[src/rtl/afu_pkg.sv]
package afu_pkg;
  typedef enum logic {
    LOAD_PAR = 1'b0,
    LOAD_SER = 1'b1
  } load_mode_e;
endpackage

[src/rtl/afu_offset_store.sv]
module afu_offset_store
  import afu_pkg::*;
#(
  parameter int ADDR_W  = 12,
  parameter int DATA_W  = 16,
  parameter int DEF_PAR = 127,
  parameter int DEF_SER = 1023
) (
  input  logic              clk,
  input  logic              rst,
  input  logic              part_rst,
  input  logic              ld_sel,
  input  logic              ser_en,
  input  logic              ser_bit,
  input  logic              wr_en,
  input  logic [DATA_W-1:0] din,
  output logic [ADDR_W-1:0] ae_off,
  output logic [ADDR_W-1:0] af_off,
  output load_mode_e        mode
);
  localparam int NBITS = 2 * ADDR_W;
  localparam int BPW   = $clog2(NBITS);
  localparam logic [ADDR_W-1:0] DEF_P = ADDR_W'(DEF_PAR);
  localparam logic [ADDR_W-1:0] DEF_S = ADDR_W'(DEF_SER);
  localparam logic [BPW-1:0]    BP_LAST = BPW'(NBITS - 1);

  logic [ADDR_W-1:0] ae_q, af_q, ae_ser, af_ser;
  logic [BPW-1:0]    bp_q;
  logic              wt_q;
  load_mode_e        mode_q;
  logic              do_ser, do_par;

  assign do_ser = ld_sel && ser_en && (mode_q == LOAD_SER);
  assign do_par = ld_sel && wr_en && (mode_q == LOAD_PAR);

  // serial bit insertion: one position per register bit
  always_comb begin
    ae_ser = ae_q;
    af_ser = af_q;
    for (int i = 0; i < ADDR_W; i++) begin
      if (bp_q == BPW'(i))          ae_ser[i] = ser_bit;
      if (bp_q == BPW'(i + ADDR_W)) af_ser[i] = ser_bit;
    end
  end

  always_ff @(posedge clk) begin
    if (rst) begin
      mode_q <= ld_sel ? LOAD_SER : LOAD_PAR;
      ae_q   <= ld_sel ? DEF_S : DEF_P;
      af_q   <= ld_sel ? DEF_S : DEF_P;
      bp_q   <= '0;
      wt_q   <= 1'b0;
    end else if (part_rst) begin
      bp_q <= '0;
      wt_q <= 1'b0;
    end else begin
      if (do_ser) begin
        ae_q <= ae_ser;
        af_q <= af_ser;
        bp_q <= (bp_q == BP_LAST) ? '0 : bp_q + 1'b1;
      end
      if (do_par) begin
        if (!wt_q) ae_q <= din[ADDR_W-1:0];
        else       af_q <= din[ADDR_W-1:0];
        wt_q <= ~wt_q;
      end
    end
  end

  assign ae_off = ae_q;
  assign af_off = af_q;
  assign mode   = mode_q;
endmodule

[src/rtl/afu_readback.sv]
module afu_readback #(
  parameter int ADDR_W = 12,
  parameter int DATA_W = 16
) (
  input  logic              clk,
  input  logic              rst,
  input  logic              part_rst,
  input  logic              ld_sel,
  input  logic              rd_en,
  input  logic [ADDR_W-1:0] ae_off,
  input  logic [ADDR_W-1:0] af_off,
  output logic [DATA_W-1:0] dout
);
  logic              rt_q;
  logic [DATA_W-1:0] dout_q;

  always_ff @(posedge clk) begin
    if (rst) begin
      rt_q   <= 1'b0;
      dout_q <= '0;
    end else if (part_rst) begin
      rt_q <= 1'b0;
    end else if (ld_sel && rd_en) begin
      dout_q <= rt_q ? DATA_W'(af_off) : DATA_W'(ae_off);
      rt_q   <= ~rt_q;
    end
  end

  assign dout = dout_q;
endmodule

[src/rtl/afu_flag_cmp.sv]
module afu_flag_cmp #(
  parameter int ADDR_W  = 12,
  parameter bit IS_FULL = 1'b0
) (
  input  logic              clk,
  input  logic              rst,
  input  logic [ADDR_W:0]   count,
  input  logic [ADDR_W-1:0] offset,
  output logic              flag
);
  localparam logic [ADDR_W:0] DEPTH = (ADDR_W+1)'(1) << ADDR_W;

  logic hit;
  logic flag_q;

  generate
    if (IS_FULL) begin : g_full
      assign hit = count >= (DEPTH - {1'b0, offset});
    end else begin : g_empty
      assign hit = count <= {1'b0, offset};
    end
  endgenerate

  always_ff @(posedge clk) begin
    if (rst) flag_q <= ~IS_FULL;
    else     flag_q <= hit;
  end

  assign flag = flag_q;
endmodule

[src/rtl/almost_flag_unit.sv]
module almost_flag_unit
  import afu_pkg::*;
#(
  parameter int ADDR_W  = 12,
  parameter int DATA_W  = 16,
  parameter int DEF_PAR = 127,
  parameter int DEF_SER = 1023
) (
  input  logic              clk,
  input  logic              rst,
  input  logic              part_rst,
  input  logic              ld_sel,
  input  logic              ser_en,
  input  logic              ser_bit,
  input  logic              wr_en,
  input  logic              rd_en,
  input  logic [DATA_W-1:0] din,
  input  logic [ADDR_W:0]   count,
  output logic              ae_flag,
  output logic              af_flag,
  output logic [DATA_W-1:0] dout
);
  logic [ADDR_W-1:0] ae_off_w, af_off_w;
  load_mode_e        mode_w;

  afu_offset_store #(
    .ADDR_W(ADDR_W), .DATA_W(DATA_W), .DEF_PAR(DEF_PAR), .DEF_SER(DEF_SER)
  ) u_store (
    .clk(clk), .rst(rst), .part_rst(part_rst), .ld_sel(ld_sel),
    .ser_en(ser_en), .ser_bit(ser_bit), .wr_en(wr_en), .din(din),
    .ae_off(ae_off_w), .af_off(af_off_w), .mode(mode_w)
  );

  afu_readback #(.ADDR_W(ADDR_W), .DATA_W(DATA_W)) u_rb (
    .clk(clk), .rst(rst), .part_rst(part_rst), .ld_sel(ld_sel), .rd_en(rd_en),
    .ae_off(ae_off_w), .af_off(af_off_w), .dout(dout)
  );

  afu_flag_cmp #(.ADDR_W(ADDR_W), .IS_FULL(1'b0)) u_ae (
    .clk(clk), .rst(rst), .count(count), .offset(ae_off_w), .flag(ae_flag)
  );

  afu_flag_cmp #(.ADDR_W(ADDR_W), .IS_FULL(1'b1)) u_af (
    .clk(clk), .rst(rst), .count(count), .offset(af_off_w), .flag(af_flag)
  );
endmodule

[config.mk]
export PLATFORM = sky130hd
export DESIGN_NAME = almost_flag_unit
export DESIGN_NICKNAME = d
export VERILOG_FILES = /design/src/rtl/afu_pkg.sv /design/src/rtl/afu_offset_store.sv /design/src/rtl/afu_readback.sv /design/src/rtl/afu_flag_cmp.sv /design/src/rtl/almost_flag_unit.sv
export SDC_FILE = /design/constraint.sdc
export NUM_CORES = 1
export LEC_CHECK = 0
export BUFFER_PORTS_ARGS = -buffer_cell sky130_fd_sc_hd__buf_2
export CAP_MARGIN = 10
export CORE_AREA = 2 2 87 131
export CTS_BUF_LIST = sky130_fd_sc_hd__clkbuf_8 sky130_fd_sc_hd__clkbuf_16
export DETAILED_ROUTE_END_ITERATION = 10
export DIE_AREA = 0 0 89 133
export HOLD_SLACK_MARGIN = 0.12
export SLEW_MARGIN = 20
export SYNTH_ARGS = -nofsm -noshare
export SYNTH_HDL_FRONTEND = slang
export SYNTH_SLANG_ARGS = --single-unit
[constraint.sdc]
create_clock -name clk -period 3.95 [get_ports clk]
set_input_delay 0.395 -clock clk [delete_from_list [all_inputs] [get_ports clk]]
set_output_delay 0.395 -clock clk [all_outputs]
set_load 0.02 [all_outputs]
* Word level (Yosys, flattened, before mapping)
Index checks and enable logic that the tools add are counted.
Word-level totals: register bits after elaboration 50, input port bits 37, RAM bits 0, memory bits (read-only) 0, memories kept 0, latch bits 0, output and inout port bits 18
Cells by class: reductions and logical operators 8, bitwise operators 4, $add $sub $neg 2, multiplexer cells 38, multipliers 0, order comparisons 2, equality and inequality tests 24, div/mod/pow operators 0, shift operators 0
Operators with widths (count):
- 12-bit 2-to-1 mux | 11
- 5-bit by 4-bit equality test with 1-bit output, second input constant | 8
- 5-bit equality test, second input constant | 8
- 1-bit 2-to-1 mux | 25
- 5-bit by 3-bit equality test with 1-bit output, second input constant | 4
- 13-bit >= comparator | 1
- 13-bit by 12-bit less-or-equal comparator with 1-bit output | 1
- 13-bit by 12-bit subtractor with 13-bit output, first input constant | 1
- 5-bit by 2-bit equality test with 1-bit output, second input constant | 2
- 10-bit 2-to-1 mux | 1
- 5-bit by 1-bit adder with 5-bit output, second input constant | 1
- 5-bit by 1-bit equality test with 1-bit output, second input constant | 1
- 1-bit logical AND | 5
- 5-bit zero test | 1
- 5-bit 2-to-1 mux | 1
- 1-bit inverter | 4
- 2-bit inequality test, second input constant | 1
- 2-bit AND reduction | 1
- 2-bit OR reduction | 1

* Logic depth before layout (Yosys ltp)
Gate-level depths: netlist (run 1).
word-level depth 7, depth in mapped cells 10, mapped depth without buffers 10

* Cells and area by module
A second synthesis (run 1) with hierarchy kept.
Unflattened totals: cells, all modules 404, area total of the unflattened synthesis 3758.6 sq um
By module, submodules not included:
- afu_offset_store | area each 2184.6 sq um, seq. area each 870.8 sq um, times used 1, cells each 233
- afu_readback | area each 706.9 sq um, seq. area each 260.2 sq um, times used 1, cells each 64
- afu_flag_cmp (u_af) | area each 511.7 sq um, seq. area each 20.0 sq um, times used 1, cells each 61
- afu_flag_cmp (u_ae) | area each 355.3 sq um, seq. area each 20.0 sq um, times used 1, cells each 46

* Worst setup path after synthesis (run 1)
Ideal clock, no wire load.
path kind register to register, start reg u_store.af_q[5], in the netlist u_store.af_off[5], end reg u_af.flag_q, in the netlist u_af.flag, required time 3.824 ns, data arrival time 1.883 ns, stages on the path, launching flop included 10, path slack 1.941 ns, path buffers 0, setup time 0.126 ns, path through edfxtp_1 nor3_1 nand3_1 nor3_1 xor2_1 ha_1 a21oi_1 o21ai_0 a22oi_1 o21ai_0
Between the ends: word-level cells in the longest chain between the ends 2
RTL lines:
- from (decl) | RTL line afu_offset_store.sv:27 | logic [ADDR_W-1:0] ae_q, af_q, ae_ser, af_ser;
- from (signal assigned) | RTL line afu_offset_store.sv:50 | af_q <= ld_sel ? DEF_S : DEF_P;
- from (signal assigned) | RTL line afu_offset_store.sv:59 | af_q <= af_ser;
- from (signal assigned) | RTL line afu_offset_store.sv:64 | else af_q <= din[ADDR_W-1:0];
- 13-bit by 12-bit subtractor with 13-bit output | RTL line afu_flag_cmp.sv:18 | assign hit = count >= (DEPTH - {1'b0, offset});
- 13-bit >= comparator | RTL line afu_flag_cmp.sv:18
- to (signal assigned) | RTL line afu_flag_cmp.sv:25 | if (rst) flag_q <= ~IS_FULL;
- to (signal assigned) | RTL line afu_flag_cmp.sv:26 | else flag_q <= hit;
- to (decl) | RTL line afu_flag_cmp.sv:14 | logic flag_q;
Every way passes these cells. A chain may end at the register's enable or synchronous reset.

* Worst setup path in the final report (run 1)
start reg u_store.af_q[3], in the netlist u_store.af_off[3], end reg u_af.flag_q, in the netlist u_af.flag
The elaborated chain is that of the path after synthesis.

==> flow_summary.toml, run 1 <==
[run_status]
status = "completed"

[setup_path]
r2r_end = "u_af.flag"
rr_startpoint = "u_store.af_off[3]"
path_class = "flip-flop to flip-flop"
cp_max_fo = 5
startpoint = "u_store.af_off[3]"
startpoint_type = "flip-flop"
worstPathArrival_ns = 2.55
rr_worst_depth = 8
reg2reg_slack_ns = 1.61
end_kind = "flip-flop"
required_ns = 4.17

[hold_path]
holdPathEnd = "u_store.af_off[1]"
hp-class = "primary input to flip-flop"
min_from = "din[1]"
hold_depth = 3

[cells_and_area]
diodes = 0
area_growth_pct = 11.5
fin_cells = 541
final_common_cell = "buf_2"
seq_area_um2 = 1170
final_cell_mix = "buf_2, mux2i_1, ha_1, nand2_1, nor2_1"
multi_input_area_um2 = 1940
nNetsFinal = 461
fillers = 1160
drive_gt1_frac = 0.162

[clock_network]
cts_root_buf = "clkbuf_16"
cts-htree-levels = 2
clkTransAtPathRegs_ns = 0.07
clock_latency_ns = 0.29
cts_buffer_depth = 2
cts_buffers = 5
ctsHoldBuffers = 0
cts_resized = 0
cts_setup_buffers = 0
cts_tree = "yes"
clock_sinks = 46

[detailed_routing]
top_layer = "met4"
wl_met2_mm = 4.59
dr_wl_met3_um = 354
wire_per_inst_um = 15.6
firstDrtPassIters = 5
drt-met1-wl_mm = 3.39
finalWirelength_mm = 8.46
ant_nets = 0
drc_errors = 0
num_vias = 2779
viasPerCell = 5.14
drtIter0Drc = 202

[placed_design]
portBuffers = 46
place.gp.congestion = 0.857
dp_hpwl_mm = 6.48
dp_cells = 533

[sta]
fmax_mhz = 428
tns_ns = 0
fin_skew_ns = 0.00632
hold_viol_final = 0
worst_pin_slew_ns = 0.833
finalCritPeriodShare = 0.591
slew_violations = 0
rsz0062_at_grt = "no"
relSlewSlack = 0.444
setup_viol = 0
whs_ns = 0.428
fin_crit_ns = 2.34

[pwr]
powerDensity_nw_per_um2 = 308
ir_drop_v = 0.000183
p_leak_uw = 0.00158
totalPowerFinal_uw = 1150

[floorplanning]
initial_core_util = 0.311
rows = 47
design.die.area_um2 = 11800
ios = 55
die_h_um = 133
core_area_um2 = 10800
die_x_um = 89

[logic_synthesis]
synthDistinctLibCells = 46
yosys_register_bits = 46
synthFlopType = "edfxtp_1"
synth.yosys.seq_area_share = 0.348
yosysWarnings = 0
synth_area_um2 = 3360
syn_area_per_cell_um2 = 9.32
synthArstFlopShare = 0
syn_inst = 361
synth_edf_count = 25

[global_routing]
grt_pass1_vias = 2789
grtUsageTotal = 0.146
grt.overflow.total = 0
grt_pass1_wl_mm = 13.4
grt_max_degree = 25
antenna_found_initial = 0

[job]
max-cap-violations = 0
-- stage by stage --
stage	cell area (µm²)	util	setup slack, ns
5_1_grt	3750	0.346	1.46
2_1_floorplan	3370	-	1.94
3_3_place_gp	3600	0.333	1.62
4_1_cts	3750	0.346	1.57
3_5_place_dp	3600	0.333	1.57
6_report	3750	0.346	1.61
-- cells in the mapped netlist (10+ instances only) --
cell type | instances | area share
dfxtp_1 | 21 | 0.12
o21ai_0 | 16 | 0.024
edfxtp_1 | 25 | 0.22
inv_1 | 19 | 0.021
nand2_1 | 28 | 0.031
ha_1 | 31 | 0.12
nand3_1 | 25 | 0.037
nor2_1 | 26 | 0.029
a211oi_1 | 14 | 0.031
xor2_1 | 10 | 0.026
o211ai_1 | 14 | 0.031
a21oi_1 | 20 | 0.030
mux2i_1 | 35 | 0.10
-- sequential cells by signal, indices dropped and copies added, names as in the netlist --
name and count:
u_ae.flag 1, u_af.flag 1, u_rb.dout 12, u_rb.rt_q 1, u_store.ae_off 12, u_store.af_off 12
u_store.bp_q 5, u_store.mode 1, u_store.wt_q 1
-- metal layers --
metal	track usage	vias up
met5	0	-
met4	0.0522	0
met3	0.0231	6
met2	0.272	70
met1	0.162	1325
li1	-	1378
-- area by class of cell --
type,count,area share
Multi-Input combinational cell,274,0.518
Timing Repair Buffer,47,0.0634
Clock buffer,5,0.0334
Inverter,19,0.0190
Sequential cell,46,0.312
Tap cell,147,0.0491
Clock inverter,3,0.00434
-- worst max-delay path: stages, from the launching register on --
cell	delay [ns]
edfxtp_1	0.51
nor3_2	0.32
nand3_1	0.18
nor3_1	0.21
xor2_1	0.10
ha_1	0.30
nor4bb_1	0.42
nand2_1	0.08
o21ai_0	0.15
-- kinds of logic (layout without fill, tap and decap cells) --
kind of cell | count (synthesis) | after routing | share of synthesized area
buffers and inverters | 44 | 74 | 0.0781
flip-flops | 46 | 46 | 0.348
adder cells (fa/ha/maj) | 31 | 31 | 0.115
AND/OR/NAND/NOR | 117 | 117 | 0.181
multiplexers | 35 | 35 | 0.104
XOR/XNOR | 13 | 13 | 0.0339
AO/OA/AOI/OAI | 74 | 74 | 0.138
other | 1 | 4 | 0.00112
-- power by group --
part           internal [µW]  total (µW)  switching, µW  leakage (µW)
combinational           73.0         180            107       0.00112
clock                    231         416            185     0.0000672
sequential               532         557           24.9      0.000395
-- worst max-delay path by stage --
| stage | end | slack [ns] | cells after the start |
|---|---|---|---|
| after global routing | u_af.flag | 1.46 | 8 |
| after global placement | u_af.flag | 1.62 | 8 |
| after CTS | u_af.flag | 1.57 | 8 |
| after detailed placement | u_af.flag | 1.57 | 8 |
| final | u_af.flag | 1.61 | 8 |
| after floorplan | u_af.flag | 1.94 | 9 |
Note: power is estimated with default switching activity, not from simulation.
==> run 2: changes to the inputs <==
--- a/config.mk
+++ b/config.mk
@@ -5,12 +5,13 @@
 export SDC_FILE = /design/constraint.sdc
 export NUM_CORES = 1
 export LEC_CHECK = 0
+export ABC_AREA = 1
 export BUFFER_PORTS_ARGS = -buffer_cell sky130_fd_sc_hd__buf_2
 export CAP_MARGIN = 10
-export CORE_AREA = 2 2 87 131
+export CORE_AREA = 2 2 90 135
 export CTS_BUF_LIST = sky130_fd_sc_hd__clkbuf_8 sky130_fd_sc_hd__clkbuf_16
 export DETAILED_ROUTE_END_ITERATION = 10
-export DIE_AREA = 0 0 89 133
+export DIE_AREA = 0 0 92 137
 export HOLD_SLACK_MARGIN = 0.12
 export SLEW_MARGIN = 20
 export SYNTH_ARGS = -nofsm -noshare
==> constraint.sdc (replaced) <==
create_clock -name clk -period 2.1 [get_ports clk]
set_input_delay 0.21 -clock clk [delete_from_list [all_inputs] [get_ports clk]]
set_output_delay 0.21 -clock clk [all_outputs]
set_load 0.02 [all_outputs]
==> run 2 against run 1 <==
Net effect:
- synthesized area increased by 5.6%
- via count increased by 24%
- the run now ends with setup timing left
- largest cell class unchanged
- sequential share of layout area decreased by 4.4 points
- worst hold slack got worse by 0.21 ns
- register-to-register slack got worse by 1.7 ns
- flip-flop and latch count unchanged
- total power increased by 120%
- clock-buffer cell count increased by 1
- combinational power increased by 140%
- clock power increased to 2.6 times the previous value
==> flow_summary.toml, run 2 <==
[pwr]
powerDensity_nw_per_um2 = 582
share_seq_of_total_power = 0.406
p_comb_frac = 0.170
p_int_uw = 1880
switching_share = 0.261
p_leak_uw = 0.00211
ir_drop_v = 0.000300
p_sw_uw = 663
totalPowerFinal_uw = 2540
p_clk_frac = 0.424

[sta]
finalCritPeriodShare = 1.02
relSlewSlack = 0.641
hold_viol_final = 0
fin_ws_ns = -0.0416
fin_crit_ns = 2.14
worst_pin_slew_ns = 0.538
setup_viol = 1
fin_skew_ns = 0.00670
rsz0062_at_grt = "yes"
fmax_mhz = 467
slew_violations = 0

[placed_design]
place.gp.congestion = 0.955
dp_hpwl_mm = 8.23
portBuffers = 46

[cells_and_area]
area_growth_pct = 22.8
seq_area_um2 = 1170
nNetsFinal = 625
diodes = 0
fillers = 1215
multi_input_area_um2 = 2060
final_util = 0.382
final_cell_mix = "nand2_1, inv_1, buf_2, o21ai_0, nand3_1"
final_common_cell = "nand2_1"
drive_gt1_frac = 0.215

[logic_synthesis]
syn_area_per_cell_um2 = 7.25
synthFlopType = "edfxtp_1"
synthArstFlopShare = 0
ys_top_cells_by_area = "edfxtp_1, nand2_1, dfxtp_1, ha_1, inv_1"
yosys-mux-area-fraction = 0
yosysWarnings = 0
synth-xor-area-share = 0.0247
yosys.area_share.adder = 0.109
synth_top_cell_by_area = "edfxtp_1"
yosys_register_bits = 46
synthSimpleGateAreaFrac = 0.293
synth_top_family_by_area = "simple AND/OR/NAND/NOR gates"
yosysMostFrequentCell = "nand2_1"
synth_common_cells = "nand2_1, inv_1, o21ai_0"
synthDistinctLibCells = 38
synth_edf_count = 25
synth_area_um2 = 3550
synth_top_area_share = 0.211
synth_compound_area_frac = 0.133
syn_inst = 490
synth.yosys.seq_area_share = 0.330

[clock_network]
cts-htree-levels = 2
cts_buffer_depth = 2
ctsHoldBuffers = 0
cts_buffers = 5
clock_sinks = 46
clkTransAtPathRegs_ns = 0.07
cts_root_buf = "clkbuf_16"
cts_tree = "yes"
clock_latency_ns = 0.29

[global_routing]
grt_max_degree = 25
grt.overflow.total = 0
grt_pass1_vias = 3702
grtUsageTotal = 0.174
grt_pass1_wl_mm = 17.2
antenna_found_initial = 0

[setup_path]
max_stage_delay_ns = 0.40
startpoint = "u_store.af_off[1]"
startpoint_type = "flip-flop"
required_ns = 2.30
crit_buf_inv = 3
worstPathArrival_ns = 2.34
cp_slowest_cell = "edfxtp_1"
cp_max_fo = 3
end_kind = "flip-flop"
crit_chain = "inv_2 > ha_4 > nand3_4 > nor3_4 > nand2_1 > xnor2_1 > ha_1 > nand2_1 > nor2_2 > buf_4 > a21oi_2 > nand3_1 > nand2_1 > inv_1"
rr_startpoint = "u_store.af_off[1]"
path_class = "flip-flop to flip-flop"
crit_family = "simple AND/OR/NAND/NOR gates"
cpMostUsedCell = "nand2_1"

[run_status]
violations = "setup timing"
status = "finished with violations"

[detailed_routing]
wire_per_inst_um = 14.6
viasPerCell = 4.88
drc_errors = 0
finalWirelength_mm = 10.3
ant_nets = 0
firstDrtPassIters = 4
num_vias = 3455
drtIter0Drc = 216

[floorplanning]
design.die.area_um2 = 12600
die_x_um = 92
die_h_um = 137
rows = 48
initial_core_util = 0.311
core_area_um2 = 11400
ios = 55

[hold_path]
min_from = "ld_sel"
hp-class = "primary input to flip-flop"

[job]
max-cap-violations = 0
## run 2: cell count changes in the layout (fill, tap and decap cells not counted), sizes merged, moves of 12 or more
cell    delta
a211oi    -14
buf       +32
inv       +46
mux2i     -35
nand2     +98
nand3     +13
o211ai    -12
o21ai     +24
## run 2: worst paths after layout
kind                     endpoint  slack (ns)  cells past startpoint
hold reg to reg   u_store.bp_q[1]        0.54                      2
hold / removal       u_store.mode        0.22                      1
setup / recovery        u_af.flag       -0.04                     14
setup reg to reg        u_af.flag       -0.04                     14
## run 2: metal layers
metal / part of all wire / GRT usage
met1: 0.37 / 0.170
met2: 0.54 / 0.336
met3: 0.040 / 0.0281
met4: 0.051 / 0.107
met5: 0 / 0
## run 2: metrics by stage
step / setup slack, ns / cells / area, µm² / TNS (ns) / hold slack [ns]
after floorplan: 0.00294 / 493 / 3590 / 0 / 0.309
after global placement: -0.121 / 698 / 4110 / -0.121 / 0.506
after detailed placement: -0.146 / 698 / 4110 / -0.146 / 0.526
after CTS: -0.0252 / 708 / 4360 / -0.0252 / 0.221
after global routing: -0.207 / 708 / 4360 / -0.207 / 0.235
final: -0.0416 / 708 / 4360 / -0.0416 / 0.218
## run 2: what timing repair did
item | 4_1_cts | 5_1_grt
endpoints found under the setup margin | 1 | 1
gates resized for setup | 8 | 0
pin swaps | 14 | 0
setup buffers | 2 | 0
## run 2: area by class of cell
| type | count | share of cell area |
|---|---|---|
| sequential | 46 | 0.268 |
| multi-input combinational | 359 | 0.473 |
| clock buffer | 6 | 0.0318 |
| timing repair buffer | 79 | 0.112 |
| clock inverter | 2 | 0.0138 |
| inverter | 66 | 0.0574 |
| tap | 150 | 0.0430 |
## run 2: cells by family after synthesis
family / after synthesis
simple gates: 227
other cells: 1
compound gates: 87
buf+inv: 88
xor+xnor: 10
flops: 46
fa+ha+maj: 31
## run 2: power groups by stage
stage                     logic [µW]  registers (µW)  clock network (µW)
after floorplan                  260            1060                   0
after global placement           416            1050                   0
after detailed placement         425            1050                   0
after CTS                        434            1030                1100
after global routing             492            1040                1130
final                            431            1030                1080
## run 2: worst reg2reg max path, stage by stage, from the launching register on
cell,delay (ns)
edfxtp_1,0.40
inv_2,0.10
ha_4,0.15
nand3_4,0.07
nor3_4,0.19
nand2_1,0.11
xnor2_1,0.21
ha_1,0.29
nand2_1,0.10
nor2_2,0.04
buf_4,0.13
a21oi_2,0.11
nand3_1,0.07
nand2_1,0.06
inv_1,0.03
==> run 3: changes to the inputs <==
--- a/config.mk
+++ b/config.mk
@@ -5,13 +5,12 @@
 export SDC_FILE = /design/constraint.sdc
 export NUM_CORES = 1
 export LEC_CHECK = 0
-export ABC_AREA = 1
 export BUFFER_PORTS_ARGS = -buffer_cell sky130_fd_sc_hd__buf_2
 export CAP_MARGIN = 10
-export CORE_AREA = 2 2 90 135
+export CORE_AREA = 2 2 87 131
 export CTS_BUF_LIST = sky130_fd_sc_hd__clkbuf_8 sky130_fd_sc_hd__clkbuf_16
 export DETAILED_ROUTE_END_ITERATION = 10
-export DIE_AREA = 0 0 92 137
+export DIE_AREA = 0 0 89 133
 export HOLD_SLACK_MARGIN = 0.12
 export SLEW_MARGIN = 20
 export SYNTH_ARGS = -nofsm -noshare
==> run 3 against run 2 <==
Net effect:
- the run now ends clean
- global-route usage fell by 1.9 points
- worst hold slack improved by 0.014 ns
- via count fell by 18%
- combinational power fell by 10%
- core utilization fell by 1.4 points
- design area fell by 8.6%
- sequential share of layout area rose by 2.5 points
- first-iteration DRC count fell by 43%
- clock power fell by 24%
- cell count fell by 20%
- worst setup slack improved by 0.074 ns
==> flow_summary.toml, run 3 (synthesis gave the netlist of run 1 again) <==
[run_status]
status = "completed"

[sta]
finalCritPeriodShare = 0.985
slew_violations = 0
fmax_mhz = 484
worst_pin_slew_ns = 0.578
setup_viol = 0
relSlewSlack = 0.614
hold_viol_final = 0
fin_crit_ns = 2.07
fin_skew_ns = 0.0118
rsz0062_at_grt = "yes"

[placed_design]
place.gp.congestion = 0.818
portBuffers = 46
dp_hpwl_mm = 6.90
dp_cells = 554
dpl_cell_area_um2 = 3770

[setup_path]
required_ns = 2.33
worstPathArrival_ns = 2.30
end_kind = "flip-flop"
startpoint_type = "flip-flop"
cp_max_fo = 4
path_class = "flip-flop to flip-flop"

[global_routing]
grt_pass1_vias = 2895
grt_pass1_wl_mm = 13.9
grtUsageTotal = 0.154
antenna_found_initial = 0
grt.overflow.total = 0
grt_max_degree = 25

[cells_and_area]
drive_gt1_frac = 0.228
diodes = 0
fin_cells = 563
multi_input_area_um2 = 2000
design_area_um2 = 3990
final_cell_mix = "buf_2, mux2i_1, ha_1, nand2_1, edfxtp_1"
fillers = 1123
seq_area_um2 = 1170
nNetsFinal = 483
final_common_cell = "buf_2"
area_growth_pct = 18.5

[detailed_routing]
drtIter0Drc = 123
wire_per_inst_um = 15.6
finalWirelength_mm = 8.76
firstDrtPassIters = 4
drc_errors = 0
ant_nets = 0
viasPerCell = 5.04
num_vias = 2836

[job]
max-cap-violations = 0

[floorplanning]
initial_core_util = 0.311
die_x_um = 89
design.die.area_um2 = 11800
ios = 55
rows = 47
die_h_um = 133
core_area_um2 = 10800

[clock_network]
cts_buffers = 5
cts_root_buf = "clkbuf_16"
cts-htree-levels = 2
cts_buffer_depth = 2
clock_sinks = 46
cts_tree = "yes"
clock_latency_ns = 0.30
clkTransAtPathRegs_ns = 0.08

[pwr]
ir_drop_v = 0.000347
powerDensity_nw_per_um2 = 563
p_leak_uw = 0.00173

[hold_path]
hp-class = "primary input to flip-flop"
run 3: cell count changes in the layout (fill, tap and decap cells not counted), moves of 11 or more:
cell / change
o21ai_0: -22
a211oi_1: +14
a31oi_1: -11
inv_1: -40
o211ai_1: +13
mux2i_1: +35
nand2_1: -94
run 3: routing by layer:
metal | part of all wire | GRT usage
met4 | 0.029 | 0.0680
met2 | 0.55 | 0.287
met5 | 0 | 0
met1 | 0.37 | 0.164
met3 | 0.044 | 0.0256
run 3: power by group:
group	switching (µW)	internal (µW)	total, µW
Combinational	226	160	386
Clock	383	442	825
Sequential	33.4	1000	1030
run 3: area by class of cell:
cell class              instances  area share
well taps                     147      0.0461
clock inverters                 3     0.00534
inverters                      19      0.0179
multi-input cells             274       0.501
clock buffers                   5      0.0314
flip-flops and latches         46       0.294
repair buffers                 69       0.104
run 3: final timing paths:
check	from	endpoint	slack, ns	cells past startpoint
worst min register to register	u_rb.dout[5]	u_rb.dout[5]	0.49	2
worst max register to register	u_store.af_off[4]	u_af.flag	0.03	9
worst max-delay path	u_store.af_off[4]	u_af.flag	0.03	9
worst min-delay path	din[1]	u_store.ae_off[1]	0.23	3
run 3: worst max-delay path: stages (launching register included):
cell and delay (ns):
edfxtp_1 0.44, nor3_4 0.30, nand3_2 0.15, nor2_2 0.14, xor2_1 0.07, ha_1 0.28, nand2_2 0.06, nor4bb_4 0.34
nand2_1 0.09, o21ai_1 0.13
run 3: what timing repair did:
item / CTS / global route
pin swaps: 2 / 5
hold buffers: 0 / 0
setup buffers: 1 / 0
endpoints found under the setup margin: 1 / 1
resized for setup: 10 / 4
run 3: per-stage QoR:
step	hold slack (ns)	worst slack [ns]	util	TNS [ns]	power (µW)
2_1_floorplan	0.309	0.0909	-	0	1300
3_3_place_gp	0.490	-0.0676	0.349	-0.0676	1420
3_5_place_dp	0.488	-0.187	0.349	-0.187	1430
4_1_cts	0.228	0.00589	0.367	0	2260
5_1_grt	0.241	-0.101	0.368	-0.101	2330
6_report	0.232	0.0322	0.368	0	2240
